**src/rtl/ff_trunc_pkg.sv**
```systemverilog
package ff_trunc_pkg;

    typedef enum logic {
        VAR_COND = 1'b0,
        VAR_LDST = 1'b1
    } variant_e;

    // Per-element decision produced by either test path
    typedef struct packed {
        logic fail;   // loop ends at this element
        logic keep;   // element result may be written
        logic exc;    // ordinary exception raised
        logic incl;   // failing element counts in the new length
    } verdict_t;

endpackage

```
**src/rtl/ff_cond_test.sv**
```systemverilog
module ff_cond_test
    import ff_trunc_pkg::*;
#(
    parameter int CR_W  = 4,
    parameter int SEL_W = (CR_W > 1) ? $clog2(CR_W) : 1
) (
    input  logic [CR_W-1:0]  cond_field,
    input  logic [SEL_W-1:0] bit_sel,
    input  logic             invert,
    input  logic             inclusive,
    input  logic             suppress,
    output verdict_t         verdict
);

    logic tested_bit;
    logic incl_eff;

    always_comb begin
        tested_bit = cond_field[bit_sel];
        // inclusion is only honoured when result writes are enabled
        incl_eff   = inclusive && !suppress;
        verdict.fail = (tested_bit == invert);
        verdict.incl = incl_eff;
        verdict.exc  = 1'b0;
        verdict.keep = !suppress && (!verdict.fail || incl_eff);
    end

endmodule

```
**src/rtl/ff_ldst_check.sv**
```systemverilog
module ff_ldst_check
    import ff_trunc_pkg::*;
#(
    parameter int IDX_W = 6
) (
    input  logic [IDX_W-1:0] elem_idx,
    input  logic             elem_fault,
    output verdict_t         verdict
);

    logic first_elem;

    always_comb begin
        first_elem   = (elem_idx == '0);
        verdict.exc  = elem_fault && first_elem;
        verdict.fail = elem_fault && !first_elem;
        verdict.keep = !elem_fault;
        verdict.incl = 1'b0;
    end

endmodule

```
**src/rtl/ff_trunc_unit.sv**
```systemverilog
module ff_trunc_unit
    import ff_trunc_pkg::*;
#(
    parameter int MAX_VL = 64,
    parameter int CR_W   = 4,
    localparam int IDX_W = (MAX_VL > 1) ? $clog2(MAX_VL) : 1,
    localparam int VL_W  = $clog2(MAX_VL + 1),
    localparam int SEL_W = (CR_W > 1) ? $clog2(CR_W) : 1
) (
    input  logic             clk,
    input  logic             rst_n,
    input  logic             loop_start,
    input  logic [VL_W-1:0]  vl_init,
    input  logic             ldst_mode,
    input  logic             elem_valid,
    input  logic [IDX_W-1:0] elem_idx,
    input  logic             elem_fault,
    input  logic [CR_W-1:0]  cond_field,
    input  logic [SEL_W-1:0] bit_sel,
    input  logic             invert,
    input  logic             inclusive,
    input  logic             suppress,
    output logic [VL_W-1:0]  vl_o,
    output logic             stop_o,
    output logic             store_en_o,
    output logic             exc_o
);

    typedef struct packed {
        logic [VL_W-1:0] vl;
        logic            halted;
    } state_t;

    state_t   st_d, st_q;
    verdict_t v_cond, v_ldst, v_sel;
    variant_e variant;
    logic     accept;
    logic [VL_W-1:0] idx_ext;

    ff_cond_test #(.CR_W(CR_W), .SEL_W(SEL_W)) u_cond (
        .cond_field (cond_field),
        .bit_sel    (bit_sel),
        .invert     (invert),
        .inclusive  (inclusive),
        .suppress   (suppress),
        .verdict    (v_cond)
    );

    ff_ldst_check #(.IDX_W(IDX_W)) u_ldst (
        .elem_idx   (elem_idx),
        .elem_fault (elem_fault),
        .verdict    (v_ldst)
    );

    always_comb begin
        variant  = variant_e'(ldst_mode);
        v_sel    = (variant == VAR_LDST) ? v_ldst : v_cond;
        idx_ext  = VL_W'(elem_idx);
        accept   = elem_valid && !loop_start && !st_q.halted && (idx_ext < st_q.vl);

        stop_o     = accept && v_sel.fail;
        store_en_o = accept && v_sel.keep;
        exc_o      = accept && v_sel.exc;

        st_d = st_q;
        if (loop_start) begin
            st_d.vl     = vl_init;
            st_d.halted = 1'b0;
        end else if (stop_o) begin
            st_d.vl     = idx_ext + (v_sel.incl ? VL_W'(1) : VL_W'(0));
            st_d.halted = 1'b1;
        end
    end

    always_ff @(posedge clk or negedge rst_n) begin
        if (!rst_n) begin
            st_q <= '0;
        end else begin
            st_q <= st_d;
        end
    end

    assign vl_o = st_q.vl;


    ldst_vl_nonzero_chk: assert property (@(posedge clk) disable iff (!rst_n)
        (stop_o && ldst_mode) |=> (vl_o != '0));


    vl_hold_chk: assert property (@(posedge clk) disable iff (!rst_n)
        (!stop_o && !loop_start) |=> $stable(vl_o));


    single_stop_chk: assert property (@(posedge clk) disable iff (!rst_n)
        stop_o |=> !stop_o);


    suppress_store_chk: assert property (@(posedge clk) disable iff (!rst_n)
        (!ldst_mode && suppress) |-> !store_en_o);


    first_fault_vl_chk: assert property (@(posedge clk) disable iff (!rst_n)
        exc_o |=> $stable(vl_o));

endmodule

```
**config.mk**
```make
export PLATFORM = sky130hd
export DESIGN_NAME = ff_trunc_unit
export DESIGN_NICKNAME = d
export VERILOG_FILES = /design/src/rtl/ff_trunc_pkg.sv /design/src/rtl/ff_cond_test.sv /design/src/rtl/ff_ldst_check.sv /design/src/rtl/ff_trunc_unit.sv
export SDC_FILE = /design/constraint.sdc
export NUM_CORES = 1
export LEC_CHECK = 0
export BUFFER_PORTS_ARGS = -buffer_cell sky130_fd_sc_hd__buf_2
export CAP_MARGIN = 30
export CELL_PAD_IN_SITES_DETAIL_PLACEMENT = 0
export CELL_PAD_IN_SITES_GLOBAL_PLACEMENT = 1
export CORE_ASPECT_RATIO = 0.5
export CORE_MARGIN = 2
export CORE_UTILIZATION = 35
export DETAILED_ROUTE_END_ITERATION = 8
export PLACE_DENSITY_LB_ADDON = 0.1
export REMOVE_ABC_BUFFERS = 1
export SLEW_MARGIN = 20
export SYNTH_ARGS = -nofsm -noshare
export SYNTH_HDL_FRONTEND = slang
export SYNTH_SLANG_ARGS = --single-unit
export TNS_END_PERCENT = 30
```
**constraint.sdc**
```tcl
create_clock -name clk -period 1.9 [get_ports clk]
set_input_delay 0.19 -clock clk [delete_from_list [all_inputs] [get_ports clk]]
set_output_delay 0.19 -clock clk [all_outputs]
set_load 0.02 [all_outputs]
```
==> impl_metrics.tcl <==
set metrics [dict create \
    critPathMaxStageDelay_ns 0.39 \
    path_max_fanout 4 \
    clk_latency_ns 0.23 \
    synth_top_cell_area_share_pct 21.5 \
    hold_violations 0 \
    die_w_um 77.0 \
    synth_ff_type "dfrtp_1" \
    finClkSkew_ns 0.000307 \
    period_minus_slack_ns 2.13 \
    drt_first_pass_iters 2 \
    synth_area_leaders "dfrtp_1, o311ai_2, ha_1, buf_4, nand3_1" \
    synthArstFlopShare_pct 100 \
    end_kind "output pin" \
    power-per-cell-area_nw_per_um2 543 \
    crit_required_ns 1.71 \
    pwr-share-clk_pct 29.3 \
    htreeDepth 1 \
    rr_worst_depth 10 \
    rrSetupSlack_ns -0.06 \
    hold_class "in -> reg" \
    synth_seq_area_share_pct 21.5 \
    die_area_um2 3120 \
    via_per_inst 4.77 \
    instances_no_fill 179 \
    yosysWarnings 0 \
    yosysUniqueCellTypes 32 \
    max_slew_margin_pct 75.8 \
    initial_core_util_pct 36.3 \
    final_antenna_net_count 0 \
    finalCritPeriodShare_pct 112 \
    syn_inst 96 \
    worst_slew_pin_slew_ns 0.353 \
    cts.reportedPaths.clkPinSlew_ns 0.04 \
    area_growth_pct 43.8 \
    syn_area_per_cell_um2 9.71 \
    power_mw 0.728 \
    placed_cell_area_um2 1150 \
    io_buffers 37 \
    peakVddDrop_mv 0.316 \
    clockBufferDepth 2 \
    rows 13 \
    p_sw_share_pct 33.5 \
    postLayoutCellArea_um2 1340 \
    p_leak_nw 0.615 \
    post-route-util_pct 52.1 \
    grt_pass1_wl_um 3860 \
    drive_above_1_share_pct 55.6 \
    p_int_mw 0.484 \
    cp_data_arrival_time_ns 1.94 \
    setup_violations 10 \
    wl_um 2450 \
    vias 854 \
    grt_max_degree 21 \
    antenna_found_initial 0 \
    nets 179 \
    cts_made_buffers 3 \
    place_congestion 0.761 \
    synth_area_leader_cell "dfrtp_1" \
    hpwl_um 1810 \
    antenna_cells 0 \
    worst_path_max_delay_cell "dfrtp_1" \
    whs_ns 0.180 \
    drt_iter0_markers 19 \
    syn_area_um2 932 \
    status "finished with violations" \
    cp_cell_sequence "inv_2 > ha_4 > o21a_1 > o2111a_1 > a21oi_2 > nor4b_4 > buf_4" \
    start_kind "flip-flop" \
    ys_top_cells_by_count "buf_4, dfrtp_1, nand2_1, nand3_1" \
    dpl_worst_slack_ns -0.140 \
    cap_violations 0 \
    grt.total_usage_pct 16.7 \
    combPwrFrac_pct 42.9 \
    wl_per_cell_um 13.7 \
    tritoncts "yes" \
    fin_tns_setup_ns -0.736 \
    die_y_um 40.5 \
    synth_edf_count 0 \
    max_freq_ghz 0.470 \
    slew_viol_final 0 \
    drc 0 \
    root_buffer "clkbuf_8" \
    pin_count 38 \
    core_area_um2 2570 \
    grt-ovfl-total 0 \
    dpl.cell_count 168 \
    seqPwrFrac_pct 27.8 \
    p_switching_mw 0.244 \
    path_class "reg -> out" \
    first_global_vias 833 \
    rsz0062_at_grt "yes" \
    violations "setup timing" \
    synth.ff_latch_count 8 \
    cts_sinks 8 \
    holdPathStages 3 \
    setup_ws_ns -0.226 \
]
[worst max-delay path: cells and delay by family (launching register included)]
kind | cells | cell delay (ns)
AND/OR/NAND/NOR | 1 | 0.23
adder cells (fa/ha/maj) | 1 | 0.19
AO/OA/AOI/OAI | 3 | 0.62
flip-flops | 1 | 0.39
buffers and inverters | 2 | 0.25
[cells in the final DEF (no fill, tap or decap), types with 2 or more instances in the layout]
| cell type | count |
|---|---|
| xnor2_1 | 4 |
| buf_6 | 4 |
| mux2i_1 | 3 |
| nor2_1 | 5 |
| a21oi_1 | 2 |
| dfrtp_1 | 8 |
| clkbuf_8 | 3 |
| xor2_1 | 2 |
| ha_1 | 5 |
| nand4b_1 | 2 |
| buf_2 | 34 |
| inv_1 | 4 |
| o311ai_2 | 7 |
| nand2_1 | 8 |
| nand3_1 | 7 |
| buf_4 | 13 |
| inv_2 | 3 |
| nor3b_1 | 3 |
| nand2b_1 | 2 |
| ha_4 | 2 |
[per-layer routing]
metal	GRT usage [%]	vias up	wire length, µm
met3	4.73	4	124
met5	0	-	0
met2	26.8	25	1050
met4	7.14	0	31
met1	21.9	387	1250
li1	-	438	-
[cell type report]
type / count / area, µm²
clock buffers: 3 / 41.3
fillers: 263 / 1230
inverters: 7 / 26.3
multi-input cells: 70 / 668
flip-flops and latches: 8 / 200
well taps: 37 / 46.3
repair buffers: 54 / 358
[path summary, 6_finish.rpt]
path,startpoint,to
setup / recovery,vl_o[2],exc_o
hold / removal,vl_init[2],vl_o[2]
setup reg to reg,vl_o[2],vl_o[5]
hold reg to reg,st_q[0],st_q[0]
max in group asynchronous,rst_n,vl_o[5]
min in group asynchronous,rst_n,vl_o[0]
[flip-flops by register name (all words and copies together) (netlist names)]
register,count
st_q,1
vl_o,7
[cells by family after synthesis]
| group | count (synthesis) | synth area share [%] |
|---|---|---|
| muxes | 4 | 5.64 |
| and+or+nand+nor | 35 | 21.3 |
| AOI/OAI and AO/OA | 18 | 23.8 |
| xor gates and xnor gates | 6 | 5.64 |
| DFF | 8 | 21.5 |
| adders and majority gates | 7 | 9.40 |
| buffers and inverters | 18 | 12.8 |
[repair_timing]
| item | in CTS | in global routing |
|---|---|---|
| setup endpoints to repair | 10 | 10 |
| setup buffers | 4 | 3 |
| gates resized for setup | 12 | 9 |
| endpoints found under the hold margin | 8 | 0 |
| pin swaps | 1 | 4 |
| hold buffers | 1 | 0 |
[power by group through the flow]
stage | clock (mW) | combinational, mW | sequential (mW)
detailed placement | 0 | 0.263 | 0.202
global placement | 0 | 0.264 | 0.202
floorplan | 0 | 0.122 | 0.223
global route | 0.232 | 0.342 | 0.205
finish | 0.213 | 0.313 | 0.202
CTS | 0.220 | 0.295 | 0.201
No activity file was read; power rests on OpenSTA's default activity.
